## config.mk

```make
export PLATFORM = sky130hd
export DESIGN_NAME = bcd_calendar
export DESIGN_NICKNAME = d
export VERILOG_FILES = /design/src/rtl/cal_pkg.sv /design/src/rtl/cal_time_chain.sv /design/src/rtl/cal_date_chain.sv /design/src/rtl/bcd_calendar.sv
export SDC_FILE = /design/constraint.sdc
export NUM_CORES = 1
export LEC_CHECK = 0
export CAP_MARGIN = 25
export CORE_MARGIN = 2
export CORE_UTILIZATION = 29
export CTS_BUF_LIST = sky130_fd_sc_hd__clkbuf_8 sky130_fd_sc_hd__clkbuf_16
export DETAILED_ROUTE_END_ITERATION = 16
export DONT_BUFFER_PORTS = 1
export PLACE_DENSITY = 0.44
export SKIP_LAST_GASP = 1
export SLEW_MARGIN = 25
export SYNTH_ARGS = -nofsm -noshare
export SYNTH_HDL_FRONTEND = slang
export SYNTH_SLANG_ARGS = --single-unit
```

## constraint.sdc

```tcl
create_clock -name clk -period 6 [get_ports clk]
set_input_delay 0.3 -clock clk [delete_from_list [all_inputs] [get_ports clk]]
set_output_delay 0.3 -clock clk [all_outputs]
set_load 0.02 [all_outputs]
```

## src/rtl/cal_pkg.sv

```systemverilog
package cal_pkg;
  localparam int unsigned CAL_BYTE_W = 8;
  localparam int unsigned CAL_NREG   = 7;

  typedef enum logic [2:0] {
    A_SEC   = 3'd0,
    A_MIN   = 3'd1,
    A_HOUR  = 3'd2,
    A_DATE  = 3'd3,
    A_MONTH = 3'd4,
    A_DOW   = 3'd5,
    A_YEAR  = 3'd6,
    A_EMPTY = 3'd7
  } cal_addr_e;

  // bits that hold meaning in each byte
  function automatic logic [7:0] cal_mask(input int unsigned idx);
    case (idx)
      0:       return 8'hFF;
      1:       return 8'h7F;
      2:       return 8'hBF;
      3:       return 8'h3F;
      4:       return 8'h1F;
      5:       return 8'h07;
      6:       return 8'hFF;
      default: return 8'h00;
    endcase
  endfunction

  function automatic logic [7:0] cal_reset(input int unsigned idx);
    case (idx)
      3, 4, 5: return 8'h01;
      default: return 8'h00;
    endcase
  endfunction

  // add one to a packed two-digit BCD byte
  function automatic logic [7:0] bcd_inc8(input logic [7:0] v);
    if (v[3:0] == 4'd9) return {v[7:4] + 4'd1, 4'd0};
    else                return {v[7:4], v[3:0] + 4'd1};
  endfunction

  // BCD year divisible by 4: (2*tens_lsb + ones) mod 4 == 0
  function automatic logic bcd_leap(input logic [7:0] yr);
    logic [2:0] s;
    s = {1'b0, yr[4], 1'b0} + {1'b0, yr[1:0]};
    return (s[1:0] == 2'd0);
  endfunction

  function automatic logic [7:0] bcd_month_end(input logic [7:0] mon, input logic [7:0] yr);
    case (mon)
      8'h02:                      return bcd_leap(yr) ? 8'h29 : 8'h28;
      8'h04, 8'h06, 8'h09, 8'h11: return 8'h30;
      default:                    return 8'h31;
    endcase
  endfunction
endpackage

```

## src/rtl/cal_time_chain.sv

```systemverilog
module cal_time_chain
  import cal_pkg::*;
(
  input  logic [7:0] sec_q,
  input  logic [7:0] min_q,
  input  logic [7:0] hour_q,
  output logic [7:0] sec_nx,
  output logic [7:0] min_nx,
  output logic [7:0] hour_nx,
  output logic       day_carry
);
  logic       min_step;
  logic       hour_step;
  logic [7:0] h24;
  logic [7:0] h12;
  logic [7:0] inc24;
  logic [7:0] inc12;

  assign min_step  = (sec_q[6:0] == 7'h59);
  assign hour_step = min_step && (min_q == 8'h59);
  assign h24       = {1'b0, hour_q[6:0]};
  assign h12       = {2'b00, hour_q[6], hour_q[4:0]};
  assign inc24     = bcd_inc8(h24);
  assign inc12     = bcd_inc8(h12);

  always_comb begin
    sec_nx = min_step ? {sec_q[7], 7'h00} : {sec_q[7], bcd_inc8({1'b0, sec_q[6:0]})[6:0]};
    min_nx = min_q;
    if (min_step) min_nx = (min_q == 8'h59) ? 8'h00 : bcd_inc8(min_q);

    hour_nx   = hour_q;
    day_carry = 1'b0;
    if (hour_step) begin
      if (hour_q[7]) begin
        if (h12 == 8'h12) begin
          hour_nx = {2'b10, hour_q[5], 5'h01};
        end else if (h12 == 8'h11) begin
          hour_nx   = {2'b10, ~hour_q[5], 5'h12};
          day_carry = hour_q[5];
        end else begin
          hour_nx = {2'b10, hour_q[5], inc12[4:0]};
        end
      end else begin
        if (h24 == 8'h23) begin
          hour_nx   = 8'h00;
          day_carry = 1'b1;
        end else begin
          hour_nx = {2'b00, inc24[5:0]};
        end
      end
    end
  end
endmodule

```

## src/rtl/cal_date_chain.sv

```systemverilog
module cal_date_chain
  import cal_pkg::*;
(
  input  logic       day_step,
  input  logic [7:0] date_q,
  input  logic [7:0] mon_q,
  input  logic [7:0] dow_q,
  input  logic [7:0] yr_q,
  output logic [7:0] date_nx,
  output logic [7:0] mon_nx,
  output logic [7:0] dow_nx,
  output logic [7:0] yr_nx
);
  logic month_end;
  logic year_end;

  assign month_end = (date_q == bcd_month_end(mon_q, yr_q));
  assign year_end  = month_end && (mon_q == 8'h12);

  always_comb begin
    date_nx = date_q;
    mon_nx  = mon_q;
    dow_nx  = dow_q;
    yr_nx   = yr_q;
    if (day_step) begin
      dow_nx  = (dow_q == 8'h07) ? 8'h01 : bcd_inc8(dow_q);
      date_nx = month_end ? 8'h01 : bcd_inc8(date_q);
      if (month_end) mon_nx = (mon_q == 8'h12) ? 8'h01 : bcd_inc8(mon_q);
      if (year_end)  yr_nx  = (yr_q == 8'h99) ? 8'h00 : bcd_inc8(yr_q);
    end
  end
endmodule

```

## src/rtl/bcd_calendar.sv

```systemverilog
module bcd_calendar
  import cal_pkg::*;
#(
  parameter int unsigned ADDR_W = 3
) (
  input  logic              clk,
  input  logic              rst,
  input  logic              tick_1hz,
  input  logic              wr_en,
  input  logic [ADDR_W-1:0] addr,
  input  logic [7:0]        wr_data,
  output logic [7:0]        rd_data
);
  localparam int unsigned NREG = CAL_NREG;

  logic [7:0] cal_q [NREG];
  logic [7:0] cal_d [NREG];
  logic [7:0] sec_q, min_q, hour_q, date_q, mon_q, dow_q, yr_q;
  logic [7:0] sec_nx, min_nx, hour_nx, date_nx, mon_nx, dow_nx, yr_nx;
  logic       day_carry;
  logic       adv;
  logic [7:0] rd_mux;

  assign sec_q  = cal_q[A_SEC];
  assign min_q  = cal_q[A_MIN];
  assign hour_q = cal_q[A_HOUR];
  assign date_q = cal_q[A_DATE];
  assign mon_q  = cal_q[A_MONTH];
  assign dow_q  = cal_q[A_DOW];
  assign yr_q   = cal_q[A_YEAR];

  assign adv = tick_1hz && !sec_q[7];

  cal_time_chain u_time (
    .sec_q    (sec_q),
    .min_q    (min_q),
    .hour_q   (hour_q),
    .sec_nx   (sec_nx),
    .min_nx   (min_nx),
    .hour_nx  (hour_nx),
    .day_carry(day_carry)
  );

  cal_date_chain u_date (
    .day_step(day_carry),
    .date_q  (date_q),
    .mon_q   (mon_q),
    .dow_q   (dow_q),
    .yr_q    (yr_q),
    .date_nx (date_nx),
    .mon_nx  (mon_nx),
    .dow_nx  (dow_nx),
    .yr_nx   (yr_nx)
  );

  always_comb begin
    cal_d[A_SEC]   = sec_nx;
    cal_d[A_MIN]   = min_nx;
    cal_d[A_HOUR]  = hour_nx;
    cal_d[A_DATE]  = date_nx;
    cal_d[A_MONTH] = mon_nx;
    cal_d[A_DOW]   = dow_nx;
    cal_d[A_YEAR]  = yr_nx;
  end

  // one register per byte; a write beats the tick for its own byte
  for (genvar g = 0; g < NREG; g++) begin : g_byte
    always_ff @(posedge clk) begin
      if (rst)                                   cal_q[g] <= cal_reset(g);
      else if (wr_en && (addr == ADDR_W'(g)))    cal_q[g] <= wr_data & cal_mask(g);
      else if (adv)                              cal_q[g] <= cal_d[g];
    end
  end

  always_comb begin
    rd_mux = 8'h00;
    for (int i = 0; i < NREG; i++) begin
      if (addr == ADDR_W'(i)) rd_mux = cal_q[i];
    end
  end

  always_ff @(posedge clk) begin
    if (rst) rd_data <= 8'h00;
    else     rd_data <= rd_mux;
  end
endmodule


```

After elaboration in Yosys (flattened, before gate mapping)

Memory sizes are Yosys's and may differ from the RTL's.
Cells that the tools add are included.

Bitwise operators: 15
Add/subtract/negate cells: 16
Reduce and logical (&&, ||, !) cells: 14
Mux-type cells: 99
Equal/unequal tests: 27

Operators with widths:

| kind                                                             | count |
|---|---|
| 8-bit 2-to-1 mux                                                 | 41 |
| 1-bit 2-to-1 mux                                                 | 51 |
| 4-bit by 1-bit adder with 4-bit output (second input constant)   | 12 |
| 4-bit == test (second input constant)                            | 7 |
| 8-bit by 3-bit == test with 1-bit output (second input constant) | 3 |
| 6-bit 2-to-1 mux                                                 | 3 |
| 8-bit by 5-bit == test with 1-bit output (second input constant) | 2 |
| 8-bit one-hot mux with 2 select lines                            | 1 |
| 7-bit 2-to-1 mux                                                 | 2 |
| 1-bit bitwise OR                                                 | 14 |
| 6-bit by 5-bit == test with 1-bit output (second input constant) | 2 |
| 1-bit logical AND                                                | 10 |
| 3-bit == test (second input constant)                            | 3 |
| 8-bit by 2-bit == test with 1-bit output (second input constant) | 1 |
| 8-bit by 4-bit == test with 1-bit output (second input constant) | 1 |
| 8-bit by 7-bit == test with 1-bit output (second input constant) | 1 |
| 8-bit == test                                                    | 1 |
| 8-bit == test (second input constant)                            | 1 |
| 7-bit by 6-bit == test with 1-bit output (second input constant) | 1 |
| 7-bit == test (second input constant)                            | 1 |
| 3-bit by 2-bit == test with 1-bit output (second input constant) | 2 |
| 5-bit 2-to-1 mux                                                 | 1 |
| 4-bit OR reduction                                               | 1 |
| 3-bit by 1-bit adder with 3-bit output (second input constant)   | 1 |
| 8 further kinds                                                  | 8 |

Memories kept: 1
Register bits after elaboration: 8
Input port bits: 15
Memory bits (writable): 56

Memories:

| memory | depth | bits a word | rd ports | clocked after Yosys merged registers in | write ports | RTL line           | RTL |
|---|---|---|---|---|---|---|---|
| cal_q  | 7     | 8           | 7        | 0                                       | 7           | bcd_calendar.sv:16 | `logic [7:0] cal_q [NREG];` |

Depth between registers and ports, before layout

An unclocked memory read counts as a cell.

Depth after elaboration: 10
Gate-level depth with buffers: 8
Mapped depth without buffers: 7

Modules after synthesis

Synthesis repeated with hierarchy kept, for this count alone.

Cell total of the unflattened synthesis: 532
Area total of the unflattened synthesis: 5141.2 um^2

Modules (own cells, without submodules):

| module         | cells an instance | area an instance (um^2) | instances | sequential area each (um^2) |
|---|---|---|---|---|
| bcd_calendar   | 253               | 3186.8                  | 1         | 1841.8 |
| cal_date_chain | 166               | 1153.6                  | 1         | 0.0 |
| cal_time_chain | 113               | 800.8                   | 1         | 0.0 |

Worst setup path after synthesis

OpenSTA, ideal clock, no wires.

Path kind: reg2reg
From: memory cal_q[4][4]
To: memory cal_q[3][4], enable pin
Slack: 3.818 ns
Data arrival time: 1.843 ns
Cell stages (with the launch flop): 9
Required time: 5.661 ns
Library setup time: 0.339 ns
Path buffers: 1
Cell sequence: edfxtp_1 -> inv_1 -> ha_1 -> nor3b_1 -> nand4_1 -> and2_4 -> buf_6 -> o2bb2ai_1 -> a21oi_1

RTL lines:

| item            | RTL line |
|---|---|
| start, declared | bcd_calendar.sv:16 |

==> flow_metrics.env <==
export IMPL_status="finished, final reports clean"
export IMPL_slew_headroom=0.3707
export IMPL_rr_endpoint="cal_q[6][5]"
export IMPL_ant_nets=0
export IMPL_fin_ws_ns=3.334
export IMPL_leakagePower_nw=1.713
export IMPL_yosys_area_top_type="edfxtp_1"
export IMPL_rows=44
export IMPL_io_buffers=0
export IMPL_peakVddDrop_uv=130.2
export IMPL_finClkSkew_ns=0.01348
export IMPL_syn2layout_area_growth_pct=10.34
export IMPL_finalMaxSlewViolations=0
export IMPL_synth_seq_cells=63
export IMPL_period_needed_ns=2.666
export IMPL_clock_sinks=63
export IMPL_io_pins=23
export IMPL_htreeDepth=3
export IMPL_die_x_um=126.7
export IMPL_insertion_delay_ns=0.34
export IMPL_grt_max_degree=31
export IMPL_antenna_found_initial=0
export IMPL_min_delay_start="rst"
export IMPL_finalSetupTns_ns=0
export IMPL_num_antenna_cells=0
export IMPL_final_fill_count=1496
export IMPL_end_kind="register"
export IMPL_hpwl_um=9885
export IMPL_ys_async_sr_fraction=0
export IMPL_pwr_density_cell_nw_per_um2=251.0
export IMPL_period_share=0.4444
export IMPL_root_buffer="clkbuf_16"
export IMPL_drt_iter0_markers=272
export IMPL_dr_pass1_iters=5
export IMPL_die_height_um=126.7
export IMPL_vias_per_cell=5.567
export IMPL_grt_pass1_vias=3477
export IMPL_clockBufferDepth=2
export IMPL_clk_pin_slew_ns=0.05
export IMPL_r2r_cells=7
export IMPL_track_usage=0.1739
export IMPL_setup_viol=0
export IMPL_start_util=0.2984
export IMPL_setup_worst_path_start_class="register"
export IMPL_total_power_mw=1.210
export IMPL_hold_viol=0
export IMPL_cts_buffers=9
export IMPL_holdPathEnd="rd_data[7]"
export IMPL_ys_seq_area_frac=0.4147
export IMPL_wl_per_cell_um=21.24
export IMPL_dp_slack_ns=3.419
export IMPL_worst_r2r_setup_slack_ns=3.33
export IMPL_worst_pin_slew_ns=0.9368
export IMPL_synthDistinctLibCells=66
export IMPL_synth_ff_type="edfxtp_1"
export IMPL_cp_required_ns=6.03
export IMPL_synthTopCellsByCount="edfxtp_1, nor2_1, nand2_1"
export IMPL_crit_type="reg2reg"
export IMPL_max_freq_mhz=375.0
export IMPL_synth_edff_count=55
export IMPL_grt_overflow=0
export IMPL_postRouteWirelength_um=13530
export IMPL_crit_arrival_ns=2.69
export IMPL_cts_tree="done"
export IMPL_synthTopCellsByArea="edfxtp_1, ha_1, nor2_1, nand2_1, dfxtp_1"
export IMPL_yosys_area_top_type_share=0.3780
export IMPL_core_area_sq_um=14640
export IMPL_synth_most_common_cell="edfxtp_1"
export IMPL_dr_total_vias=3546
export IMPL_ys_warn_count=0
export IMPL_rsz0062_at_grt="false"
export IMPL_drv_cap=0
export IMPL_syn_nets=492
export IMPL_postCtsSetupRepairBufs=0
export IMPL_worstPathMaxFanout=6
export IMPL_place_gp_congestion=0.8643
export IMPL_whs_path_depth=1
export IMPL_grt_first_pass_wirelength_um=20950
export IMPL_synth_area_sq_um=4369
export IMPL_drc=0
export IMPL_die_area_sq_um=16060
export IMPL_holdWs_ns=0.04442
export IMPL_avgSynthCellArea_sq_um=9.582
export IMPL_syn_inst=456
export IMPL_rr_startpoint="cal_q[4][4]"
export IMPL_drive_above_1_share=0.06843
export IMPL_min_path_type="in2reg"
export IMPL_postCtsHoldBufs=0
export IMPL_nets=484
export IMPL_cts_repair_resized=0
power by group:
group	switching, mW	internal (mW)
logic	0.0668	0.0563
registers	0.0441	0.507
clock network	0.195	0.340
worst max path at each step:
| stage | from | endpoint | cells past startpoint |
|---|---|---|---|
| 3_5_place_dp | cal_q[4][4] | cal_q[6][6] | 7 |
| 2_1_floorplan | cal_q[4][4] | cal_q[3][4] | 8 |
| 6_report | cal_q[4][4] | cal_q[6][5] | 7 |
| 4_1_cts | cal_q[4][4] | cal_q[6][5] | 7 |
| 3_3_place_gp | cal_q[0][2] | cal_q[6][4] | 5 |
| 5_1_grt | cal_q[4][4] | cal_q[6][5] | 7 |
state kept, by name, indices dropped and copies added (netlist names):
signal / count
rd_data: 8
cal_q: 55
routing by layer:
layer	global-route usage	wire length, um	vias to the layer above
met5	0	0	-
met4	0.06917	331	0
met3	0.03922	724	22
met2	0.2715	6204	87
met1	0.2348	6270	1766
li1	-	-	1671
layout make-up:
type                            instances  area, sq um  share of cell area
Multi-Input combinational cell        350         2382              0.4942
Sequential cell                        63         1812              0.3758
Clock buffer                           11        252.7             0.05243
Tap cell                              184        230.2             0.04776
Inverter                               23        86.33             0.01791
Clock inverter                          5        50.05             0.01038
Timing Repair Buffer                    1        7.507            0.001557
critical path, cell delays in order (launching register included):
cell      delay (ns)
edfxtp_1        0.46
inv_1           0.11
ha_1            0.14
nor3b_1         0.41
o211ai_1        0.24
nand4_1         0.17
nor2b_1         0.50
o21ai_1         0.31
cells by family (layout without fill, tap and decap cells):
group	Yosys count	count (layout)	share of synthesized area
flops	63	63	0.4147
xor+xnor	24	24	0.04811
simple gates	182	182	0.2162
buf+inv	43	40	0.04009
compound gates	103	103	0.1544
mux	20	20	0.06644
fa+ha+maj	21	21	0.06014
cells in the final DEF, fill, tap and decap left out, types with 6 or more instances in the layout:
| cell type | instances |
|---|---|
| xor2_1 | 11 |
| a21oi_1 | 15 |
| nor2_1 | 48 |
| nor3_1 | 6 |
| clkbuf_16 | 9 |
| mux2i_1 | 11 |
| nand2_1 | 47 |
| ha_1 | 21 |
| xnor2_1 | 13 |
| nand2b_1 | 9 |
| a211oi_1 | 10 |
| o21ai_0 | 27 |
| dfxtp_1 | 8 |
| mux4_2 | 7 |
| o21ai_1 | 12 |
| nor2b_1 | 7 |
| nand3_1 | 19 |
| nand4_1 | 6 |
| edfxtp_1 | 55 |
| inv_1 | 25 |
| a22o_1 | 7 |
| nor3b_1 | 6 |
per-stage QoR:
stage / utilization / cells / cell area [sq um]
finish: 0.3292 / 637 / 4821
global route: 0.3292 / 637 / 4821
CTS: 0.3292 / 637 / 4821
detailed placement: 0.3085 / 621 / 4518
global placement: 0.3085 / 621 / 4518
floorplan: - / 456 / 4369
(Power assumes the default switching activity.)
